--- config.mk ---
export PLATFORM = sky130hd
export DESIGN_NAME = secure_pin_bank
export DESIGN_NICKNAME = d
export VERILOG_FILES = /design/src/rtl/spb_pkg.sv /design/src/rtl/spb_sync.sv /design/src/rtl/spb_regs.sv /design/src/rtl/spb_pin_cell.sv /design/src/rtl/secure_pin_bank.sv
export SDC_FILE = /design/constraint.sdc
export NUM_CORES = 1
export LEC_CHECK = 0
export BUFFER_PORTS_ARGS = -buffer_cell sky130_fd_sc_hd__clkbuf_2
export CAP_MARGIN = 30
export CORE_AREA = 4 4 279 281
export CTS_CLUSTER_DIAMETER = 60
export DETAILED_ROUTE_END_ITERATION = 8
export DIE_AREA = 0 0 283 285
export PLACE_DENSITY = 0.55
export REMOVE_ABC_BUFFERS = 1
export SLEW_MARGIN = 5
export SYNTH_ARGS = -nofsm -noshare
export SYNTH_HDL_FRONTEND = slang
export SYNTH_SLANG_ARGS = --single-unit
--- constraint.sdc ---
create_clock -name clk -period 2.25 [get_ports clk]
set_clock_uncertainty 0.05 [all_clocks]
set_input_delay 0.45 -clock clk [delete_from_list [all_inputs] [get_ports clk]]
set_output_delay 0.45 -clock clk [all_outputs]
set_load 0.005 [all_outputs]
--- src/rtl/spb_pkg.sv ---
package spb_pkg;

    localparam int REG_W   = 32;
    localparam int ADDR_W  = 4;
    localparam int NPINS   = REG_W / 2;
    localparam int AF_W    = 4;
    localparam int AF_NUM  = 1 << AF_W;
    localparam int W2      = 2 * NPINS;
    localparam int W4      = AF_W * NPINS;

    typedef enum logic [ADDR_W-1:0] {
        A_MODE   = 4'd0,
        A_PULL   = 4'd1,
        A_OTYPE  = 4'd2,
        A_SPEED  = 4'd3,
        A_AFLO   = 4'd4,
        A_AFHI   = 4'd5,
        A_ODATA  = 4'd6,
        A_SETCLR = 4'd7,
        A_IDATA  = 4'd8,
        A_SECM   = 4'd9
    } reg_addr_e;

    typedef enum logic [1:0] {
        M_IN  = 2'b00,
        M_OUT = 2'b01,
        M_AF  = 2'b10,
        M_ANA = 2'b11
    } pin_mode_e;

    typedef enum logic [1:0] {
        P_NONE = 2'b00,
        P_UP   = 2'b01,
        P_DOWN = 2'b10,
        P_OFF  = 2'b11
    } pull_e;

    typedef struct packed {
        pin_mode_e        mode;
        pull_e            pull;
        logic             odrain;
        logic [1:0]       speed;
        logic [AF_W-1:0]  afsel;
        logic             odata;
    } pin_cfg_t;

    typedef struct packed {
        logic       out;
        logic       oe;
        logic       pu;
        logic       pd;
        logic       ana;
        logic [1:0] speed;
    } pad_ctl_t;

    // replicate a per-pin mask onto 2-bit fields
    function automatic logic [W2-1:0] spread2(input logic [NPINS-1:0] m);
        logic [W2-1:0] r;
        for (int i = 0; i < NPINS; i++) r[2*i +: 2] = {2{m[i]}};
        return r;
    endfunction

    // replicate a per-pin mask onto function-select fields
    function automatic logic [W4-1:0] spread4(input logic [NPINS-1:0] m);
        logic [W4-1:0] r;
        for (int i = 0; i < NPINS; i++) r[AF_W*i +: AF_W] = {AF_W{m[i]}};
        return r;
    endfunction

    // keep bits outside mask, take new bits inside mask
    function automatic logic [REG_W-1:0] merge32(input logic [REG_W-1:0] old_v,
                                                 input logic [REG_W-1:0] new_v,
                                                 input logic [REG_W-1:0] m);
        return (old_v & ~m) | (new_v & m);
    endfunction

endpackage

--- src/rtl/spb_sync.sv ---
module spb_sync #(
    parameter int WIDTH  = 16,
    parameter int STAGES = 2
) (
    input  logic             clk,
    input  logic             rst,
    input  logic [WIDTH-1:0] d,
    output logic [WIDTH-1:0] q
);
    logic [WIDTH-1:0] stg [STAGES];

    always_ff @(posedge clk) begin
        if (rst) begin
            for (int k = 0; k < STAGES; k++) stg[k] <= '0;
        end else begin
            stg[0] <= d;
            for (int k = 1; k < STAGES; k++) stg[k] <= stg[k-1];
        end
    end

    assign q = stg[STAGES-1];
endmodule

--- src/rtl/spb_regs.sv ---
module spb_regs
    import spb_pkg::*;
(
    input  logic                   clk,
    input  logic                   rst,
    input  logic                   bus_en,
    input  logic                   bus_we,
    input  logic [ADDR_W-1:0]      bus_addr,
    input  logic [REG_W-1:0]       bus_wdata,
    input  logic                   bus_sec,
    input  logic [NPINS-1:0]       in_sync,
    output logic [REG_W-1:0]       bus_rdata,
    output pin_cfg_t [NPINS-1:0]   cfg
);
    logic [W2-1:0]    mode_q, pull_q, speed_q;
    logic [NPINS-1:0] otype_q, odata_q, sec_q;
    logic [W4-1:0]    af_q;

    logic             wr_stb;
    reg_addr_e        addr;
    logic [NPINS-1:0] wr_ok, rd_ok, ana_pins, set_bits, clr_bits;
    logic [W2-1:0]    wmask2, rmask2, smask2;
    logic [W4-1:0]    wmask4, rmask4;
    logic [REG_W-1:0] raw;

    assign wr_stb   = bus_en && bus_we;
    assign addr     = reg_addr_e'(bus_addr);
    assign wr_ok    = bus_sec ? '1 : ~sec_q;
    assign rd_ok    = bus_sec ? '1 : ~sec_q;
    assign wmask2   = spread2(wr_ok);
    assign rmask2   = spread2(rd_ok);
    assign smask2   = spread2(sec_q);
    assign wmask4   = spread4(wr_ok);
    assign rmask4   = spread4(rd_ok);
    assign set_bits = bus_wdata[NPINS-1:0];
    assign clr_bits = bus_wdata[REG_W-1:NPINS];

    always_ff @(posedge clk) begin
        if (rst) begin
            mode_q  <= '1;
            pull_q  <= '0;
            speed_q <= '0;
            otype_q <= '0;
            odata_q <= '0;
            af_q    <= '0;
            sec_q   <= '1;
        end else if (wr_stb) begin
            case (addr)
                A_MODE:   mode_q  <= merge32(mode_q, bus_wdata, wmask2);
                A_PULL:   pull_q  <= merge32(pull_q, bus_wdata, wmask2);
                A_SPEED:  speed_q <= merge32(speed_q, bus_wdata, wmask2);
                A_OTYPE:  otype_q <= (otype_q & ~wr_ok) | (bus_wdata[NPINS-1:0] & wr_ok);
                A_AFLO:   af_q[REG_W-1:0] <= merge32(af_q[REG_W-1:0], bus_wdata,
                                                     wmask4[REG_W-1:0]);
                A_AFHI:   af_q[W4-1:REG_W] <= merge32(af_q[W4-1:REG_W], bus_wdata,
                                                      wmask4[W4-1:REG_W]);
                A_ODATA:  odata_q <= (odata_q & ~wr_ok) | (bus_wdata[NPINS-1:0] & wr_ok);
                A_SETCLR: odata_q <= (odata_q & ~(clr_bits & wr_ok)) | (set_bits & wr_ok);
                A_SECM:   if (bus_sec) sec_q <= bus_wdata[NPINS-1:0];
                default:  ;
            endcase
        end
    end

    always_comb begin
        for (int i = 0; i < NPINS; i++) begin
            ana_pins[i]   = (pin_mode_e'(mode_q[2*i +: 2]) == M_ANA);
            cfg[i].mode   = pin_mode_e'(mode_q[2*i +: 2]);
            cfg[i].pull   = pull_e'(pull_q[2*i +: 2]);
            cfg[i].speed  = speed_q[2*i +: 2];
            cfg[i].odrain = otype_q[i];
            cfg[i].afsel  = af_q[AF_W*i +: AF_W];
            cfg[i].odata  = odata_q[i];
        end
    end

    always_comb begin
        raw = '0;
        case (addr)
            A_MODE:  raw = mode_q & rmask2;
            A_PULL:  raw = pull_q & rmask2;
            A_SPEED: raw = speed_q & rmask2;
            A_OTYPE: raw[NPINS-1:0] = otype_q & rd_ok;
            A_AFLO:  raw = af_q[REG_W-1:0] & rmask4[REG_W-1:0];
            A_AFHI:  raw = af_q[W4-1:REG_W] & rmask4[W4-1:REG_W];
            A_ODATA: raw[NPINS-1:0] = odata_q & rd_ok;
            A_IDATA: raw[NPINS-1:0] = in_sync & ~ana_pins & rd_ok;
            A_SECM:  raw[NPINS-1:0] = sec_q;
            default: raw = '0;
        endcase
    end

    assign bus_rdata = (bus_en && !bus_we) ? raw : '0;

    // reset leaves every pin analog and secure
    assert_reset_analog_R1: assert property (@(posedge clk)
        rst |=> (mode_q == '1 && sec_q == '1 && pull_q == '0 && odata_q == '0));

    // bits named in the set half are 1 after the write
    assert_set_lands_R7: assert property (@(posedge clk) disable iff (rst)
        (wr_stb && bus_sec && addr == A_SETCLR) |=>
        ((odata_q & $past(set_bits)) == $past(set_bits)));

    // a non-secure mode write leaves secure pins untouched
    assert_ns_write_kept_R9: assert property (@(posedge clk) disable iff (rst)
        (wr_stb && !bus_sec && addr == A_MODE) |=>
        (((mode_q ^ $past(mode_q)) & $past(smask2)) == '0));

    // per-pin registers hide secure pins from non-secure reads
    assert_ns_read_hidden_R10: assert property (@(posedge clk) disable iff (rst)
        (bus_en && !bus_we && !bus_sec &&
         (addr == A_ODATA || addr == A_IDATA || addr == A_OTYPE)) |->
        ((bus_rdata[NPINS-1:0] & sec_q) == '0));

    // the secure mask ignores non-secure writes
    assert_mask_locked_R11: assert property (@(posedge clk) disable iff (rst)
        (wr_stb && !bus_sec && addr == A_SECM) |=> $stable(sec_q));

endmodule

--- src/rtl/spb_pin_cell.sv ---
module spb_pin_cell
    import spb_pkg::*;
(
    input  logic              clk,
    input  logic              rst,
    input  pin_cfg_t          cfg,
    input  logic [AF_NUM-1:0] af_val,
    input  logic [AF_NUM-1:0] af_dir,
    output pad_ctl_t          pad
);
    logic want_en, want_val, digital_out;

    always_comb begin
        want_en     = 1'b0;
        want_val    = 1'b0;
        digital_out = 1'b0;
        case (cfg.mode)
            M_OUT: begin
                want_en     = 1'b1;
                want_val    = cfg.odata;
                digital_out = 1'b1;
            end
            M_AF: begin
                want_en     = af_dir[cfg.afsel];
                want_val    = af_val[cfg.afsel];
                digital_out = 1'b1;
            end
            default: ;
        endcase
    end

    always_comb begin
        pad       = '0;
        pad.ana   = (cfg.mode == M_ANA);
        if (cfg.mode != M_ANA) begin
            pad.pu = (cfg.pull == P_UP);
            pad.pd = (cfg.pull == P_DOWN);
        end
        if (digital_out) begin
            pad.speed = cfg.speed;
            if (cfg.odrain) begin
                pad.oe  = want_en && !want_val;
                pad.out = 1'b0;
            end else begin
                pad.oe  = want_en;
                pad.out = want_en && want_val;
            end
        end
    end

    // analog pins have no pulls and no driver
    assert_analog_quiet_R3: assert property (@(posedge clk) disable iff (rst)
        (cfg.mode == M_ANA) |-> (!pad.pu && !pad.pd && !pad.oe && pad.ana));

    // an open-drain pin never drives high
    assert_od_no_high_R5: assert property (@(posedge clk) disable iff (rst)
        cfg.odrain |-> !(pad.oe && pad.out));

    // input pins do not drive
    assert_input_hiz_R2: assert property (@(posedge clk) disable iff (rst)
        (cfg.mode == M_IN) |-> (!pad.oe && !pad.out));

    // no slew code outside driving modes
    assert_speed_idle_R6: assert property (@(posedge clk) disable iff (rst)
        (cfg.mode == M_IN || cfg.mode == M_ANA) |-> (pad.speed == 2'b00));

endmodule

--- src/rtl/secure_pin_bank.sv ---
module secure_pin_bank
    import spb_pkg::*;
#(
    parameter int SYNC_STAGES = 2
) (
    input  logic                    clk,
    input  logic                    rst,
    input  logic                    bus_en,
    input  logic                    bus_we,
    input  logic [ADDR_W-1:0]       bus_addr,
    input  logic [REG_W-1:0]        bus_wdata,
    input  logic                    bus_sec,
    output logic [REG_W-1:0]        bus_rdata,
    input  logic [NPINS-1:0]        pad_in,
    output logic [NPINS-1:0]        pad_out,
    output logic [NPINS-1:0]        pad_oe,
    output logic [NPINS-1:0]        pad_pu,
    output logic [NPINS-1:0]        pad_pd,
    output logic [NPINS-1:0]        pad_ana,
    output logic [W2-1:0]           pad_speed,
    input  logic [NPINS*AF_NUM-1:0] af_val,
    input  logic [NPINS*AF_NUM-1:0] af_dir
);
    logic [NPINS-1:0]      in_sync;
    pin_cfg_t [NPINS-1:0]  cfg;
    pad_ctl_t [NPINS-1:0]  pad_ctl;

    spb_sync #(.WIDTH(NPINS), .STAGES(SYNC_STAGES)) u_sync (
        .clk (clk),
        .rst (rst),
        .d   (pad_in),
        .q   (in_sync)
    );

    spb_regs u_regs (
        .clk       (clk),
        .rst       (rst),
        .bus_en    (bus_en),
        .bus_we    (bus_we),
        .bus_addr  (bus_addr),
        .bus_wdata (bus_wdata),
        .bus_sec   (bus_sec),
        .in_sync   (in_sync),
        .bus_rdata (bus_rdata),
        .cfg       (cfg)
    );

    for (genvar p = 0; p < NPINS; p++) begin : g_pin
        spb_pin_cell u_cell (
            .clk    (clk),
            .rst    (rst),
            .cfg    (cfg[p]),
            .af_val (af_val[p*AF_NUM +: AF_NUM]),
            .af_dir (af_dir[p*AF_NUM +: AF_NUM]),
            .pad    (pad_ctl[p])
        );
        assign pad_out[p]           = pad_ctl[p].out;
        assign pad_oe[p]            = pad_ctl[p].oe;
        assign pad_pu[p]            = pad_ctl[p].pu;
        assign pad_pd[p]            = pad_ctl[p].pd;
        assign pad_ana[p]           = pad_ctl[p].ana;
        assign pad_speed[2*p +: 2]  = pad_ctl[p].speed;
    end

endmodule

# Word level (Yosys, flattened, before mapping)
# Memory sizes are Yosys's and may differ from the RTL's.
# Cells that the tools add are included.
# word_totals
reg_bits	208
elab_cells	432
n_memories	1
ram_bits	32
out_inout_bits	144
# op_classes
n_bitwise	39
reduce_logical	77
mux	186
n_lt_le_gt_ge	16
n_eq_ne	105
# mem_list
memory	words	width	read_ports	rd_ports_with_merged_regs	wr	line_no	source
u_sync.stg	2	16	2	0	2	spb_sync.sv:10	logic [WIDTH-1:0] stg [STAGES];
# op_table
operator	count
$and 32x32->32	13
$or 32x32->32	5
$and 16x16->16	9
$pmux 16 s9	1
$bmux 1 s4	32
$mux 2	64
$eq 2x2->1 const B	48
$not 32->32	3
$lt 4x5->1 const B	16
$pmux 16 s5	1
$eq 2x1->1 const B	32
$not 16->16	4
$pmux 1 s2	32
$mux 1	51
$mux 16	3
$or 16x16->16	3
$logic_and 1x1->1	34
$mux 32	1
$ne 2x2->1 const B	16
$pmux 16 s2	1
$reduce_or 2->1	16
$logic_not 1->1	17
$eq 4x3->1 const B	4
$reduce_and 2->1	7
other kinds (7)	10

# Logic depth before layout (Yosys ltp)
# logic_depth
word_depth	7
depth_mapped	8
depth_no_buf	7

# Cells and area by module
# From an unflattened synthesis, not the netlist that was laid out.
# unflattened
cells_unflattened	2057
area_unflattened_um2	18989.5
# by_module_without_submodules
module	cells_each	area_per_inst_um2	seq_area_each_um2	instances
spb_regs	1174	10518.8	4164.0	1
spb_pin_cell	50	467.9	0.0	16
spb_sync	83	983.4	640.6	1

# Least setup slack after synthesis
# Ideal clock, no wire load.
# synth_timing
path_type	reg2out
start	register (tool-made name)
end	output port pad_oe[8]
path_stages_with_launch	7
arrival_ns	1.707
path_buffers	1
slack_ns	0.043
path_cell_list	dfxtp_1 buf_6 mux4_2 mux2_4 and4_4 a221oi_4 a21oi_1
# synth_rtl
item	line_no	source
end, declared	secure_pin_bank.sv:16	output logic [NPINS-1:0] pad_oe,

==> impl_metrics.yaml <==
setup_path:
  reg2reg_depth: 9
  critical_path_required_ns: 1.75
  crit_arrival_ns: 2.55
  timing_worst_setup_path_type: "reg -> out"
  rr_startpoint: "u_regs.sec_q[5]"
  critPathLaunchType: "register"
  reg2reg_setup_slack_ns: 0.56
  endpoint_kind: "primary output"
  crit_fanout: 7
synthesis:
  synth_xor_area_frac: 0
  yosys.area_share.adder: 0.0342
  yosys_warnings: 0
  yosysTopAreaCell: "dfxtp_1"
  synth_top_area_share: 0.274
  synth_compound_area_frac: 0.184
  seq_area_frac_synth: 0.274
  ys_async_sr_fraction: 0
  avgSynthCellArea_um2: 8.53
  synthDistinctLibCells: 68
  synthMuxAreaShare: 0.194
  synthCells: 2060
  synth_common_cells: "240 x dfxtp_1, 216 x nand2_1, 176 x nor2_1"
  synth-simple-area-share: 0.250
  synth_ff_type: "dfxtp_1"
  synth_area_um2: 17600
  synth.most_common_cell: "dfxtp_1"
  synth_edf_count: 0
  synth_seq_cells: 240
  synth_area_leaders: "dfxtp_1 27%, mux4_2 9.7%, mux2i_1 8.7%, a21oi_1 4.9%, nand2_1 4.6%"
  synth_top_family_by_area: "simple AND/OR/NAND/NOR gates"
power_and_ir_drop:
  swShare: 0.262
  p_leak_nw: 11.5
  seqPwrFrac: 0.356
  p_total_w: 0.0121
  pwr_density_cell_nw_per_um2: 431
  p_comb_frac: 0.152
  irDropWorstVdd_v: 0.000332
  power.clock.fraction: 0.492
  cellInternalPower_w: 0.00894
  switchingPower_w: 0.00317
final_layout:
  final_area_um2: 28100
  final_nets: 3632
  fillers: 7643
  area_growth_pct: 59.9
  drive_gt1_frac: 0.518
drt:
  drt_first_pass_iters: 6
  vias: 20200
  antenna_left: 0
  drc: 0
  first_iter_violations: 1269
  wl_mm: 96.0
  wire_per_inst_um: 23.9
  via_per_inst: 5.02
clock_tree:
  cts_root_buf: "clkbuf_16"
  htreeDepth: 2
  cts_tree: "yes"
  clock_latency_ns: 0.53
  clk_pin_slew_ns: 0.06
  cts.sinks: 240
  cts_buffers: 37
  clockBufferDepth: 3
floorplan:
  die_height_um: 285
  die_x_um: 283
  std_cell_rows: 101
  start_util: 0.233
  core_area_um2: 75400
  ios: 713
  die-area_um2: 80700
grt:
  grt_pass1_wl_mm: 137
  antenna_found_initial: 10
  gr-usage-met1: 0.292
  grt_busiest_layer: "met2"
  grt_max_degree: 67
  met3_usage: 0.0489
  grt_overflow_total: 0
  met2_usage: 0.388
  grt.total_usage: 0.226
  grt_pass1_vias: 20200
placed_design:
  place_ws_ns: -0.844
  io_buffers: 712
  dp_hpwl_mm: 77.6
  place_congestion: 0.987
  placed_area_um2: 24500
sta:
  layout_worst_path_cycle_share: 1.36
  fin_setup_tns_ns: -27.57
  fin_ws_ns: -0.803
  finalHoldViolCount: 0
  rsz0062_at_grt: "true"
  max_freq_mhz: 328
  setup_viol: 64
  period_needed_ns: 3.05
  tightest_slew_ns: 0.567
  maxSlewHeadroom: 0.622
  slew_violations: 0
run:
  drv_cap: 0
worst_hold_path:
  hold_path.class: "in -> reg"
  hold_depth: 2
  whs_endpoint: "u_sync.stg[0][0]"
  worstHoldStart: "pad_in[0]"
outcome:
  status: "finished with violations"
  violations: "setup timing"
per-stage QoR:
stage / hold WS, ns / instances / util
2_1_floorplan: 0.364 / 1872 / -
3_3_place_gp: 0.369 / 3899 / 0.325
3_5_place_dp: 0.374 / 3899 / 0.325
4_1_cts: 0.0378 / 4002 / 0.364
5_1_grt: 0.0688 / 4018 / 0.372
6_report: 0.0707 / 4021 / 0.372
how the worst max path moves through the flow:
stage,end,slack [ns]
after floorplan,register,-1.29
after global placement,pad_out[3],-0.93
after detailed placement,pad_out[3],-0.84
after CTS,pad_oe[3],-0.87
after global routing,pad_oe[3],-0.91
final,pad_out[3],-0.80
logic make-up (layout without fill, tap and decap cells):
kind of cell	Yosys count	count (layout)
buffers and inverters	249	1227
AND/OR/NAND/NOR	819	819
flip-flops	240	240
AO/OA/AOI/OAI	461	461
other	0	5
adder cells (fa/ha/maj)	48	48
multiplexers	243	243
power by group through the flow:
stage	sequential, W	combinational, W	clock, W
6_report	0.00432	0.00184	0.00595
5_1_grt	0.00432	0.00197	0.00625
4_1_cts	0.00432	0.00180	0.00609
3_5_place_dp	0.00442	0.00167	0
3_3_place_gp	0.00442	0.00166	0
2_1_floorplan	0.00442	0.000486	0
routing by layer:
layer	vias to the layer above	routed length [um]
li1	9446	-
met1	9828	40400
met2	779	46200
met3	119	7070
met4	6	2250
met5	-	30
timing repair:
action                                  in CTS  in global routing
cloned                                       2                  1
pin swaps                                  130                 86
hold buffers                                 0                  0
resized for setup                          323                161
setup buffers                               48                 19
hold endpoints to repair                     0                  0
endpoints found under the setup margin      74                 79
placed cells by master, fill, tap and decap left out, types with 9 or more instances in the layout:
master / n
ha_1: 33
a22oi_1: 16
dfxtp_1: 196
dfxtp_4: 16
buf_4: 302
a22oi_2: 25
dfxtp_2: 28
nand2_4: 9
nand2_1: 202
buf_12: 49
buf_6: 33
nor2_1: 166
a21oi_1: 125
inv_1: 60
o21ai_0: 39
nand3b_1: 43
mux2i_1: 148
clkbuf_2: 665
nor3b_1: 26
buf_8: 12
nor2b_1: 115
o32ai_2: 10
buf_2: 35
a211o_1: 32
nor3b_2: 20
a32oi_1: 16
a221oi_2: 18
clkbuf_16: 41
o211ai_1: 25
nand2_2: 11
nand2b_1: 37
nand3_1: 91
mux4_2: 76
a21oi_2: 41
nor2_2: 26
cell type report:
type | count | area [um2] | share of cell area
clock buffers | 46 | 1000 | 0.0356
flip-flops and latches | 240 | 4900 | 0.174
multi-input cells | 1571 | 13000 | 0.464
clock inverters | 16 | 231 | 0.00824
diodes | 5 | 12.5 | 0.000445
well taps | 978 | 1220 | 0.0436
inverters | 61 | 229 | 0.00815
repair buffers | 1104 | 7470 | 0.266
critical path, cell delays in order (launching register included):
cell and delay [ns]:
dfxtp_2 0.35, buf_12 0.13, buf_4 0.12, mux4_2 0.49, o211a_1 0.23, a221oi_2 0.21
buf_4 0.19, a211oi_4 0.04, buf_4 0.14, clkbuf_2 0.11
No activity file was read; power rests on OpenSTA's default activity.
